## config.mk

```make
export PLATFORM = sky130hd
export DESIGN_NAME = reset_type_ctrl
export DESIGN_NICKNAME = d
export VERILOG_FILES = /design/src/rtl/rtc_pkg.sv /design/src/rtl/rtc_sync.sv /design/src/rtl/rtc_classify.sv /design/src/rtl/rtc_stretch.sv /design/src/rtl/reset_type_ctrl.sv
export SDC_FILE = /design/constraint.sdc
export NUM_CORES = 1
export LEC_CHECK = 0
export BUFFER_PORTS_ARGS = -buffer_cell sky130_fd_sc_hd__buf_2
export CAP_MARGIN = 0
export CORE_UTILIZATION = 40
export CTS_CLUSTER_DIAMETER = 200
export DETAILED_ROUTE_END_ITERATION = 8
export GPL_ROUTABILITY_DRIVEN = 0
export HOLD_SLACK_MARGIN = 0.03
export SLEW_MARGIN = 15
export SYNTH_ARGS = -nofsm -noshare
export SYNTH_HDL_FRONTEND = slang
export SYNTH_SLANG_ARGS = --single-unit
```

## constraint.sdc

```tcl
create_clock -name clk -period 3.5 [get_ports clk]
set_clock_uncertainty 0.2 [all_clocks]
set_input_delay 0.175 -clock clk [delete_from_list [all_inputs] [get_ports clk]]
set_output_delay 0.175 -clock clk [all_outputs]
set_load 0.01 [all_outputs]
```

## src/rtl/rtc_pkg.sv

```systemverilog
package rtc_pkg;

  typedef enum logic [1:0] {
    CAUSE_COLD = 2'b00,
    CAUSE_WARM = 2'b01,
    CAUSE_WDOG = 2'b10,
    CAUSE_EMU  = 2'b11
  } rst_cause_e;

  // synchronized input lanes
  localparam int unsigned LANE_EXT  = 0;
  localparam int unsigned LANE_TRST = 1;
  localparam int unsigned LANE_WDOG = 2;
  localparam int unsigned LANE_EMU  = 3;
  localparam int unsigned NUM_LANES = 4;

  // stretch domains
  localparam int unsigned DOM_COLD = 0;
  localparam int unsigned DOM_SYS  = 1;
  localparam int unsigned NUM_DOMS = 2;

endpackage

```

## src/rtl/rtc_sync.sv

```systemverilog
module rtc_sync #(
  parameter int unsigned STAGES = 2
) (
  input  logic clk,
  input  logic arst_n,
  input  logic d,
  output logic q
);

  logic [STAGES-1:0] chain_q;
  logic [STAGES-1:0] chain_d;

  always_comb begin
    chain_d = {chain_q[STAGES-2:0], d};
  end

  always_ff @(posedge clk or negedge arst_n) begin
    if (!arst_n) begin
      chain_q <= '0;
    end else begin
      chain_q <= chain_d;
    end
  end

  assign q = chain_q[STAGES-1];

endmodule

```

## src/rtl/rtc_classify.sv

```systemverilog
module rtc_classify
  import rtc_pkg::*;
(
  input  logic       clk,
  input  logic       arst_n,
  input  logic       ext_s,
  input  logic       trst_s,
  input  logic       wdog_s,
  input  logic       emu_s,
  output logic       cold_req,
  output logic       sys_req,
  output logic [1:0] cause
);

  logic       cold_c;
  logic       warm_c;
  logic       any_c;
  rst_cause_e cause_d;
  rst_cause_e cause_q;
  logic       cause_en;

  always_comb begin
    cold_c   = !ext_s && !trst_s;
    warm_c   = !ext_s &&  trst_s;
    any_c    = !ext_s || wdog_s || emu_s;
    cause_en = any_c;
    if (cold_c) begin
      cause_d = CAUSE_COLD;
    end else if (warm_c) begin
      cause_d = CAUSE_WARM;
    end else if (wdog_s) begin
      cause_d = CAUSE_WDOG;
    end else begin
      cause_d = CAUSE_EMU;
    end
  end

  always_ff @(posedge clk or negedge arst_n) begin
    if (!arst_n) begin
      cause_q <= CAUSE_COLD;
    end else if (cause_en) begin
      cause_q <= cause_d;
    end
  end

  assign cold_req = cold_c;
  assign sys_req  = any_c;
  assign cause    = cause_q;

endmodule

```

## src/rtl/rtc_stretch.sv

```systemverilog
module rtc_stretch #(
  parameter int unsigned HOLD = 8
) (
  input  logic clk,
  input  logic arst_n,
  input  logic req,
  output logic rst_n_o
);

  localparam int unsigned CW = (HOLD < 1) ? 1 : $clog2(HOLD + 1);
  localparam logic [CW-1:0] HOLD_V = CW'(HOLD);

  logic [CW-1:0] cnt_q;
  logic [CW-1:0] cnt_d;
  logic          out_q;
  logic          out_d;
  logic          busy;

  always_comb begin
    busy = (cnt_q != '0);
    if (req) begin
      cnt_d = HOLD_V;
    end else if (busy) begin
      cnt_d = cnt_q - 1'b1;
    end else begin
      cnt_d = cnt_q;
    end
    out_d = !(req || busy);
  end

  always_ff @(posedge clk or negedge arst_n) begin
    if (!arst_n) begin
      cnt_q <= HOLD_V;
      out_q <= 1'b0;
    end else begin
      cnt_q <= cnt_d;
      out_q <= out_d;
    end
  end

  assign rst_n_o = out_q;

endmodule

```

## src/rtl/reset_type_ctrl.sv

```systemverilog
module reset_type_ctrl
  import rtc_pkg::*;
#(
  parameter int unsigned COLD_HOLD   = 16,
  parameter int unsigned SYS_HOLD    = 8,
  parameter int unsigned SYNC_STAGES = 2
) (
  input  logic       clk,
  input  logic       ext_rst_n,
  input  logic       test_rst_n,
  input  logic       wdog_pulse,
  input  logic       emu_rst_req,
  output logic       test_logic_rst_n,
  output logic       cpu_emu_rst_n,
  output logic       dsp_emu_rst_n,
  output logic       chip_rst_n,
  output logic       dsp_local_rst_n,
  output logic [1:0] last_cause
);

  logic                 cold_async_n;
  logic [NUM_LANES-1:0] raw_in;
  logic [NUM_LANES-1:0] sync_in;
  logic                 ext_s;
  logic                 trst_s;
  logic                 wdog_s;
  logic                 emu_s;
  logic                 cold_req;
  logic                 sys_req;
  logic [NUM_DOMS-1:0]  dom_req;
  logic [NUM_DOMS-1:0]  dom_rst_n;

  // cold condition: both pins low, applied asynchronously
  assign cold_async_n = ext_rst_n | test_rst_n;

  always_comb begin
    raw_in            = '0;
    raw_in[LANE_EXT]  = ext_rst_n;
    raw_in[LANE_TRST] = test_rst_n;
    raw_in[LANE_WDOG] = wdog_pulse;
    raw_in[LANE_EMU]  = emu_rst_req;
  end

  for (genvar g = 0; g < NUM_LANES; g++) begin : g_sync
    rtc_sync #(.STAGES(SYNC_STAGES)) u_sync (
      .clk    (clk),
      .arst_n (cold_async_n),
      .d      (raw_in[g]),
      .q      (sync_in[g])
    );
  end

  assign ext_s  = sync_in[LANE_EXT];
  assign trst_s = sync_in[LANE_TRST];
  assign wdog_s = sync_in[LANE_WDOG];
  assign emu_s  = sync_in[LANE_EMU];

  rtc_classify u_classify (
    .clk      (clk),
    .arst_n   (cold_async_n),
    .ext_s    (ext_s),
    .trst_s   (trst_s),
    .wdog_s   (wdog_s),
    .emu_s    (emu_s),
    .cold_req (cold_req),
    .sys_req  (sys_req),
    .cause    (last_cause)
  );

  always_comb begin
    dom_req           = '0;
    dom_req[DOM_COLD] = cold_req;
    dom_req[DOM_SYS]  = sys_req;
  end

  for (genvar d = 0; d < NUM_DOMS; d++) begin : g_dom
    localparam int unsigned DOM_HOLD = (d == DOM_COLD) ? COLD_HOLD : SYS_HOLD;
    rtc_stretch #(.HOLD(DOM_HOLD)) u_stretch (
      .clk     (clk),
      .arst_n  (cold_async_n),
      .req     (dom_req[d]),
      .rst_n_o (dom_rst_n[d])
    );
  end

  assign test_logic_rst_n = dom_rst_n[DOM_COLD];
  assign cpu_emu_rst_n    = dom_rst_n[DOM_COLD];
  assign dsp_emu_rst_n    = dom_rst_n[DOM_SYS];
  assign chip_rst_n       = dom_rst_n[DOM_SYS];
  assign dsp_local_rst_n  = dom_rst_n[DOM_SYS];

endmodule

```

=== Word-level counts from Yosys, hierarchy flattened ===
Index checks and enable logic that the tools add are counted.

* Bitwise logic cells: 1
* Reduce and logical (&&, ||, !) cells: 14
* Muxes and demuxes: 7
* Add/subtract/negate cells: 2

{| class="wikitable"
|+ Operators with widths
! cell !! count
|-
| 5-bit 2-to-1 mux || 2
|-
| 4-bit 2-to-1 mux || 2
|-
| 5-bit nonzero test || 1
|-
| 5-bit by 1-bit subtractor with 5-bit output, second input constant || 1
|-
| 1-bit zero test || 4
|-
| 1-bit logical OR || 4
|-
| 2-bit 2-to-1 mux || 2
|-
| 2-bit nonzero test || 2
|-
| 4-bit nonzero test || 1
|-
| 4-bit by 1-bit subtractor with 4-bit output, second input constant || 1
|-
| 1-bit logical AND || 2
|-
| 1-bit 2-to-1 mux || 1
|-
| 1-bit OR || 1
|}

* Word-level logic and storage cells: 33
* Flip-flop bits (word level): 21

=== Longest topological paths before layout ===
Gate-level depths: netlist of the first run.

* Depth after elaboration: 5
* Gate-level depth with buffers: 6
* Mapped depth without buffers: 5

=== Cells and area by module ===
A second synthesis of the first run with hierarchy kept.

* Cell total of the unflattened synthesis: 71
* Area total of the unflattened synthesis: 848.3 sq um

{| class="wikitable"
|+ Modules (own cells, without submodules)
! module !! cells each !! area an instance (sq um) !! instances
|-
| rtc_stretch at g_dom[0].u_stretch || 27 || 281.5 || 1
|-
| rtc_stretch at g_dom[1].u_stretch || 22 || 247.7 || 1
|-
| rtc_sync || 2 || 50.0 || 4
|-
| rtc_classify || 10 || 90.1 || 1
|-
| reset_type_ctrl || 4 || 28.8 || 1
|}

=== Worst setup path after synthesis of the first run ===
No wires, ideal clock.

* Kind: register to register
* Start point: reg g_dom[0].u_stretch.cnt_q[0]
* End point: reg g_dom[0].u_stretch.cnt_q[0]
* Arrival time: 1370 ps
* Slack: 1797 ps
* Library setup time: 133 ps
* Clock period less this slack: 1703 ps
* Buffers on the path: 1
* Stages on the path, launching flop included: 7
* Path through: dfrtp_1 > inv_1 > ha_1 > or4b_1 > buf_2 > xnor2_1 > nor2_1

* Word-level cells in the longest chain between the ends: 3
* Elaborated cells between the ends (all ways): 5

{| class="wikitable"
|+ Ends and longest elaborated chain
! element !! line !! RTL
|-
| start: declaration || rtc_stretch.sv:13 || <nowiki>logic [CW-1:0] cnt_q;</nowiki>
|-
| start signal: assignment || rtc_stretch.sv:36 || <nowiki>cnt_q <= cnt_d;</nowiki>
|-
| 5-bit by 1-bit subtractor with 5-bit output || rtc_stretch.sv:24 || <nowiki>cnt_d = cnt_q - 1'b1;</nowiki>
|-
| 5-bit 2-to-1 mux || rtc_stretch.sv:23 || <nowiki>end else if (busy) begin</nowiki>
|-
| 5-bit 2-to-1 mux || rtc_stretch.sv:21 || <nowiki>if (req) begin</nowiki>
|}

Parallel ways exist; a longest one is shown, timed or not. The select of a mux whose other input is x is not followed.
A chain may end at the register's enable or synchronous reset.

==> results of run 1 <==
[power by group]
| part | leakage (uW) | switching [uW] | total, uW | internal (uW) |
|---|---|---|---|---|
| Combinational | 0.000181 | 64.1 | 137 | 73.1 |
| Sequential | 0.000250 | 29.6 | 315 | 285 |
| Clock | 0.0000177 | 71.4 | 114 | 42.6 |
| Total | 0.000449 | 165 | 566 | 401 |
[worst register-to-register path, cell delays in order (launching register included)]
cell     delay, ns
dfrtp_1       0.43
inv_1         0.07
ha_1          0.21
or4b_1        0.57
xnor2_1       0.19
nor2_1        0.06
[final timing paths]
path | start | to | slack [ns] | cells after the start
min in group asynchronous | test_rst_n | g_dom[1].u_stretch.cnt_q[3] | 0.25 | 3
max in group clk | g_dom[0].u_stretch.cnt_q[0] | g_dom[0].u_stretch.cnt_q[0] | 1.66 | 5
hold / removal | g_sync[1].u_sync.chain_q[0] | g_sync[1].u_sync.chain_q[1] | 0.16 | 0
setup reg to reg | g_dom[0].u_stretch.cnt_q[0] | g_dom[0].u_stretch.cnt_q[0] | 1.66 | 5
hold reg to reg | g_sync[1].u_sync.chain_q[0] | g_sync[1].u_sync.chain_q[1] | 0.16 | 0
setup / recovery | ext_rst_n | g_dom[0].u_stretch.cnt_q[3] | 1.65 | 4
[final cells by class]
class | count | area, um2 | share of cell area, %
inverter | 4 | 15.0 | 1.56
tap | 27 | 33.8 | 3.51
multi-input combinational | 39 | 254 | 26.4
sequential | 21 | 528 | 54.8
clock buffer | 3 | 22.5 | 2.34
timing repair buffer | 16 | 105 | 10.9
clock inverter | 1 | 5.00 | 0.519
[per-layer routing]
layer | track usage (%) | wire (um)
met1 | 17.4 | 577
met2 | 18.9 | 537
met3 | 2.31 | 34
met4 | 10.3 | 13
met5 | 0 | 0
[cells by family (layout without fill, tap and decap cells)]
group	after synthesis	in the layout
xor+xnor	2	2
simple gates	26	26
mux	1	1
fa+ha+maj	2	2
flops	21	21
buf+inv	8	24
compound gates	8	8
[cells in the final DEF, fill, tap and decap left out]
cell           instances
dfrtp_1               19
nor2_1                11
buf_2                 11
dlygate4sd3_1          5
inv_1                  4
nand3b_1               3
a21oi_1                3
clkbuf_4               3
nand2_1                2
xnor2_1                2
nand2b_1               2
nor3_1                 2
or2b_1                 2
ha_1                   2
dfstp_2                2
or3b_2                 1
or4b_1                 1
or2_2                  1
a211oi_2               1
a211oi_1               1
mux2_2                 1
a21o_1                 1
or3_1                  1
a211o_1                1
o31a_1                 1
clkinv_2               1
[sequential cells by signal (all words and copies together), names as in the netlist]
signal                   flops
g_sync.u_sync.chain_q        8
u_classify.cause             2
g_dom.u_stretch.cnt_q        9
g_dom.u_stretch.rst_n_o      2
[repair_timing]
action                                 4_1_cts  5_1_grt
hold buffers                                 5        0
endpoints found under the hold margin       23        0
setup endpoints to repair                    0        0
resized for setup                            0        0
[stage by stage]
step	hold WS, ns	instances	area [um2]
2_1_floorplan	-0.0936	68	825
3_3_place_gp	0.0547	102	886
3_5_place_dp	0.0598	102	886
4_1_cts	0.155	111	963
5_1_grt	0.152	111	963
6_report	0.158	111	963
==> impl_metrics.ini, run 1 <==
[final_layout]
antenna_cells = 0
fillers = 180
drive_above_1_share_pct = 25.0
area_growth_pct = 16.8
nNetsFinal = 92
utilization_pct = 49.6

[sta]
setup_ws_ns = 1.65
setup-violations-final = 0
rsz0062_at_grt = false
period_share_pct = 53.0
drv_slew = 0
fmax_ghz = 0.539
finalHoldViolations = 0
slew_headroom_pct = 46.9
finalCriticalPeriod_ns = 1.85
tightestPinTransition_ns = 0.794
fin_tns_setup_ns = 0

[critical_path]
cp-end-kind = asynchronous set/reset pin
crit_family = buffers and inverters
slowest_delay_ns = 1.08
critPathArrivalTime_ns = 2.01
worst_ep_required_time_ns = 3.65
crit_buf_inv = 3
crit_path_frequent_cell = dlygate4sd3_1
cp_slowest_cell = dlygate4sd3_1
startpoint_type = input pin
crit_fanout = 19
path_cells = dlygate4sd3_1, buf_2, or2_2, dlygate4sd3_1
crit_type = in -> async

[die]
die_y_um = 47.4
core_area_um2 = 1940
die-area_um2 = 2250
die_w_um = 47.4
ioPinCount = 12
rows = 16
start_util_pct = 42.5

[route]
wirelength_um = 1160
vias = 505
postRouteAntennaNets = 0
drt_iter0_drc = 2
drc_errors = 0
wl_per_cell_um = 10.5
first_pass_iters = 2
via_per_inst = 4.55

[synth]
synth_fp_nets = 75
avgSynthCellArea_um2 = 12.1
synthXorXnorAreaFrac_pct = 2.12
syn_inst = 68
synth_top_area_cell = dfrtp_1
syn_area_um2 = 825
synth_top_area_share_pct = 57.7
synthSimpleGateAreaFrac_pct = 17.0
ys.flop_type = dfrtp_1
async_reset_ff_share_pct = 100
synth_edf_count = 0
synth_area_leaders = dfrtp_1 58%, dfstp_2 6.4%, nor2_1 5.0%, ha_1 3.0%, buf_4 2.7%
yosys.area_share.adder_pct = 3.03
yosysUniqueCellTypes = 24
ys_seq_elements = 21
yosysWarnings = 0
synth_commonest_cells = 19 x dfrtp_1, 11 x nor2_1, 4 x inv_1
seq_area_frac_synth_pct = 64.0
yosys-mux-area-fraction_pct = 1.37
synth.most_common_cell = dfrtp_1
synth-compound-area-share_pct = 7.28
synth_top_family_by_area = simple AND/OR/NAND/NOR gates

[power_and_ir_drop]
p_total_uw = 566
power.density_nw_per_um2 = 587
power.leakage_uw = 0.000449
peakVddDrop_v = 0.000295

[grt]
grt_pass1_vias = 447
grt-ovfl-total = 0
groute.usage.overall_pct = 13.1
grt_pass1_wl_um = 1930
antenna_found_initial = 0
grt_max_degree = 20

[min_path]
hp-class = reg -> reg

[clocking]
cts_setup_buffers = 0
clk_pin_slew_ns = 0.11
worstSkewPairLatency_ns = 0.30
cts_buffers = 3
cts_tree = yes
cts.htree.levels = 1
cts_buffer_depth = 2
cts_sinks = 21
cts_root_buf = clkbuf_4

[flow_run]
maxCapViolCount = 0

[placement]
hpwl_um = 787
dpl_worst_slack_ns = 1.68
port_buffers = 11

[status]
status = finished, final reports clean
Note: power is estimated with default switching activity, not from simulation.
==> run 2: changes to the inputs <==
ABC_AREA = 1   (was default)
clock period = 1.8 ns   (was 3.5 ns; I/O delays follow)
==> run 2 against run 1 <==
Compared with the run above: global-route usage fell by 1.0 points; power up 93%; non-clock buffer count fell by 1; critical path depth is 2 higher; worst hold slack improved by 0.0011 ns; first-iteration DRC count increased to 3.0 times the previous value; via count grew 10%; flip-flop and latch count unchanged; design area up 0.26%; clock power grew 94%; die area grew 0.89%; combinational power grew 92%; critical path type is now reg -> reg; largest cell class unchanged.
==> impl_metrics.ini, run 2 <==
[route]
wl_met3_um = 39
via_per_inst = 4.41
postRouteAntennaNets = 0
wirelength_um = 1160
first_pass_iters = 2
routed.top_layer = met4
met2_length_um = 551
vias = 556
drt_iter0_drc = 6
drc_errors = 0
met1_length_um = 550
wl_per_cell_um = 9.17

[power_and_ir_drop]
power.leakage_uw = 0.000498
power.density_nw_per_um2 = 1130
peakVddDrop_v = 0.000615

[sta]
fin_tns_setup_ns = 0
finalHoldViolations = 0
drv_slew = 0
slew_headroom_pct = 68.9
finalCriticalPeriod_ns = 1.44
period_share_pct = 79.9
tightestPinTransition_ns = 0.466
fmax_ghz = 0.695
setup-violations-final = 0
rsz0062_at_grt = false

[die]
die_y_um = 47.6
rows = 16
die-area_um2 = 2270
die_w_um = 47.6
ioPinCount = 12
core_area_um2 = 1960
start_util_pct = 42.4

[synth]
avgSynthCellArea_um2 = 10.0
synth_edf_count = 0
seq_area_frac_synth_pct = 63.5
synth-compound-area-share_pct = 4.51
synth_fp_nets = 90
syn_area_um2 = 832
yosys.area_share.adder_pct = 3.01
synth_top_area_cell = dfrtp_1
synthXorXnorAreaFrac_pct = 0
yosys-mux-area-fraction_pct = 0
syn_inst = 83
synth_area_leaders = dfrtp_1 57%, nand2_1 8.6%, dfstp_2 6.3%, inv_1 5.4%, nand3_1 3.6%
ys_seq_elements = 21
async_reset_ff_share_pct = 100
synth_top_family_by_area = simple AND/OR/NAND/NOR gates
synthSimpleGateAreaFrac_pct = 20.9
yosysUniqueCellTypes = 17
yosysWarnings = 0
synth_commonest_cells = 19 x dfrtp_1, 19 x nand2_1, 12 x inv_1, 6 x nand3_1, 5 x nor2_1
ys.flop_type = dfrtp_1
synth_top_area_share_pct = 57.1

[grt]
grt_max_degree = 22
grt_pass1_wl_um = 1850
groute.usage.overall_pct = 12.1
antenna_found_initial = 0
grt-ovfl-total = 0
grt_pass1_vias = 491

[placement]
hpwl_um = 827
dp.cells = 118
port_buffers = 11
dpl_cell_area_um2 = 898

[final_layout]
reg_top3 = g_dom.u_stretch.cnt_q: 9 flops, g_sync.u_sync.chain_q: 8 flops
antenna_cells = 0
finalNonFillerCells = 126
mostFrequentLayoutCells = 19 x nand2_1, 19 x dfrtp_1, 12 x inv_1
fin_area_um2 = 966
regMostFlops = g_dom.u_stretch.cnt_q
fillers = 206
drive_above_1_share_pct = 22.2
largest_reg_flops = 9
area_growth_pct = 16.1
nNetsFinal = 107

[critical_path]
rr_startpoint = g_dom[0].u_stretch.cnt_q[0]
startpoint_type = flop
crit_path_start = g_dom[0].u_stretch.cnt_q[0]
cp-end-kind = flop
worst_ep_required_time_ns = 1.84
crit_type = reg -> reg
critPathArrivalTime_ns = 1.48
crit_fanout = 4

[clocking]
cts_setup_buffers = 0
cts_tree = yes
clk_pin_slew_ns = 0.11
cts_root_buf = clkbuf_4
cts_buffer_depth = 2
cts_resized = 0
cts_buffers = 3
cts_sinks = 21
worstSkewPairLatency_ns = 0.30
cts.htree.levels = 1

[min_path]
hp-class = in -> async

[status]
status = finished, final reports clean

[flow_run]
maxCapViolCount = 0
==> run 2: changes by cell type in the layout (fill, tap and decap cells not counted), moves of 2 or more <==
cell,before,now
nor2_2,0,2
inv_1,4,12
xnor2_1,2,0
nand2b_1,2,0
nor2_1,11,5
nand3_1,0,6
or2b_1,2,0
o21ai_0,0,4
nand3b_1,3,1
nand2_1,2,19
==> run 2: final timing paths <==
path                                                     to  slack, ns  depth (start not counted)
worst min register to register  g_sync[0].u_sync.chain_q[1]       0.16                          0
worst max register to register  g_dom[0].u_stretch.cnt_q[4]       0.36                          6
min in group clk                g_sync[0].u_sync.chain_q[1]       0.16                          0
max in group asynchronous       g_dom[1].u_stretch.cnt_q[3]       0.89                          3
worst max-delay path            g_dom[0].u_stretch.cnt_q[4]       0.36                          6
worst min-delay path            g_sync[0].u_sync.chain_q[1]       0.16                          3
==> run 2: cell type report <==
class / count / area [um2] / share of cell area, %
clock inverters: 1 / 5.00 / 0.518
repair buffers: 15 / 95.1 / 9.84
flip-flops and latches: 21 / 528 / 54.7
well taps: 27 / 33.8 / 3.50
multi-input cells: 47 / 236 / 24.5
clock buffers: 3 / 22.5 / 2.33
inverters: 12 / 45.0 / 4.66
==> run 2: layer usage <==
layer  vias to the layer above  GRT usage (%)
met2                        11           19.2
li1                        284              -
met1                       259           15.0
met5                         -              0
met4                         0           8.33
met3                         2           2.26
==> run 2: report_power, final <==
group,internal [uW],switching (uW),leakage [uW]
sequential,555,51.3,0.000249
combinational,113,151,0.000231
clock,82.7,138,0.0000177
total,750,340,0.000498
==> run 2: what timing repair did <==
item,in CTS,in global routing
hold endpoints to repair,25,0
setup endpoints to repair,0,0
hold buffers,4,0
==> run 2: metrics by stage <==
stage	utilization [%]	setup slack [ns]	total power, uW	hold WS (ns)
after floorplan	-	0.462	819	-0.179
after global placement	45.8	0.437	865	-0.0331
after detailed placement	45.8	0.390	873	-0.0220
after CTS	49.2	0.360	1110	0.162
after global routing	49.2	0.217	1180	0.172
final	49.2	0.361	1090	0.159
==> run 2: critical path, cell delays in order, from the launching register on <==
cell and delay [ns]:
dfrtp_1 0.40, inv_1 0.11, ha_1 0.19, inv_1 0.06, or2_0 0.20, o21ai_0 0.16
nand2_1 0.07
==> run 2: kinds of logic after synthesis <==
family,Yosys count
AND/OR/NAND/NOR,38
flip-flops,21
buffers and inverters,15
AO/OA/AOI/OAI,7
adder cells (fa/ha/maj),2
==> run 3: changes to the inputs <==
clock period = 1.2 ns   (was 1.8 ns; I/O delays follow)
==> run 3 against run 2 <==
Compared with the run above: the run now ends with negative setup slack left; worst hold slack worse by 0.035 ns; critical path depth up 1; power up 80%; flip-flop and latch count unchanged; count of clock-buffer cells in the layout unchanged; via count up 10%; wire length up 16%; register-to-register slack worse by 0.49 ns; largest cell class unchanged; highest routed layer unchanged.
==> impl_metrics.ini, run 3 (synthesized netlist as in run 2, its figures left out) <==
[route]
drc_errors = 0
wl_per_cell_um = 9.63
drt_iter0_drc = 9
via_per_inst = 4.41
wirelength_um = 1340
postRouteAntennaNets = 0
vias = 613
first_pass_iters = 4

[sta]
period_share_pct = 111
tightestPinTransition_ns = 0.469
rsz0062_at_grt = true
slew_headroom_pct = 68.7
setup-violations-final = 9
finalCriticalPeriod_ns = 1.33
hold_slack_ns = 0.124
drv_slew = 0
finalHoldViolations = 0
setup_ws_ns = -0.128
fmax_ghz = 0.753

[die]
rows = 16
die_y_um = 47.6
core_area_um2 = 1960
start_util_pct = 42.4
ioPinCount = 12
die-area_um2 = 2270
die_w_um = 47.6

[grt]
grt_pass1_vias = 572
grt_max_degree = 22
grt_pass1_wl_um = 2170
grt-ovfl-total = 0
antenna_found_initial = 0
groute.usage.overall_pct = 14.3

[power_and_ir_drop]
peakVddDrop_v = 0.00115
power.leakage_uw = 0.000573
p_total_uw = 1960
power.density_nw_per_um2 = 1670

[clocking]
cts_root_buf = clkbuf_4
cts_tree = yes
worstSkewPairLatency_ns = 0.30
cts.htree.levels = 1
cts_buffer_depth = 2
cts_sinks = 21
clk_pin_slew_ns = 0.12
cts_buffers = 3

[final_layout]
drive_above_1_share_pct = 48.2
reg_top3 = g_dom.u_stretch.cnt_q: 9 flops, g_sync.u_sync.chain_q: 8 flops
regArea_um2 = 528
area_growth_pct = 40.8
nNetsFinal = 120
largest_reg_flops = 9
multiInputGateArea_um2 = 330
mostFrequentLayoutCells = 19 x dfrtp_1, 16 x nand2_1, 11 x buf_2
finalNonFillerCells = 139
final_common_cell = dfrtp_1
antenna_cells = 0
regMostFlops = g_dom.u_stretch.cnt_q
fillers = 172

[critical_path]
worst_ep_required_time_ns = 1.24
startpoint_type = flop
crit_type = reg -> reg
critPathArrivalTime_ns = 1.37
cp-end-kind = flop
crit_fanout = 4

[status]
status = finished, violations left
violations = negative setup slack

[flow_run]
maxCapViolCount = 0

[placement]
hpwl_um = 936
port_buffers = 11
dp.cells = 128

[min_path]
hp-class = in -> async
==> run 3: cell count changes in the layout (fill, tap and decap cells not counted), moves of 4 or more <==
cell     delta
buf_4      +10
o21ai_0     -4
inv_2       +6
inv_1       -6
==> run 3: critical path, stage by stage, from the launching register on <==
cell	delay, ns
dfrtp_1	0.41
inv_2	0.08
ha_4	0.13
buf_4	0.11
nand3_4	0.09
nor2_4	0.13
nand2_1	0.06
nand2_1	0.06
==> run 3: layout make-up <==
| type | count | share of cell area [%] |
|---|---|---|
| inverters | 12 | 3.85 |
| clock buffers | 3 | 1.92 |
| repair buffers | 28 | 17.4 |
| well taps | 27 | 2.88 |
| flip-flops and latches | 21 | 45.1 |
| clock inverters | 1 | 0.641 |
| multi-input cells | 47 | 28.2 |
==> run 3: metal layers <==
metal  vias up  routed length (um)  part of all wire (%)  GRT usage (%)
li1        314                   -                     -              -
met1       286                 636                    47           17.5
met5         -                   0                     0              0
met3         2                  38                   2.8           3.40
met4         0                  12                  0.90           8.33
met2        11                 652                    49           23.0
==> run 3: through the flow <==
stage / area (um2) / setup WS [ns] / TNS, ns / utilization [%]
final: 1170 / -0.128 / -0.662 / 59.7
after global routing: 1170 / -0.196 / -1.33 / 59.7
after CTS: 1090 / -0.119 / -0.551 / 55.5
after detailed placement: 998 / -0.0992 / -0.539 / 50.9
after floorplan: 857 / -0.0610 / -0.104 / -
after global placement: 998 / -0.0574 / -0.376 / 50.9
==> run 3: final timing paths <==
path,from,to,slack [ns],depth (start not counted)
min in group clk,g_sync[1].u_sync.chain_q[0],g_sync[1].u_sync.chain_q[1],0.16,0
setup reg to reg,g_dom[0].u_stretch.cnt_q[0],g_dom[0].u_stretch.cnt_q[0],-0.13,7
max in group asynchronous,test_rst_n,g_dom[0].u_stretch.cnt_q[4],0.32,3
setup / recovery,g_dom[0].u_stretch.cnt_q[0],g_dom[0].u_stretch.cnt_q[0],-0.13,7
hold / removal,ext_rst_n,g_sync[0].u_sync.chain_q[1],0.12,3
hold reg to reg,g_sync[1].u_sync.chain_q[0],g_sync[1].u_sync.chain_q[1],0.16,0
==> run 3: repair_timing <==
item / in CTS / in global routing
cloned: 0 / 0
gates resized for setup: 8 / 19
setup endpoints to repair: 10 / 12
hold endpoints to repair: 25 / 0
setup buffers: 1 / 2
pin swaps: 5 / 5
hold buffers: 4 / 0
==> run 3: power breakdown <==
part	total, uW	switching (uW)	internal, uW
Sequential	911	78.9	833
Clock	343	216	127
Combinational	704	341	363
Total	1960	636	1320
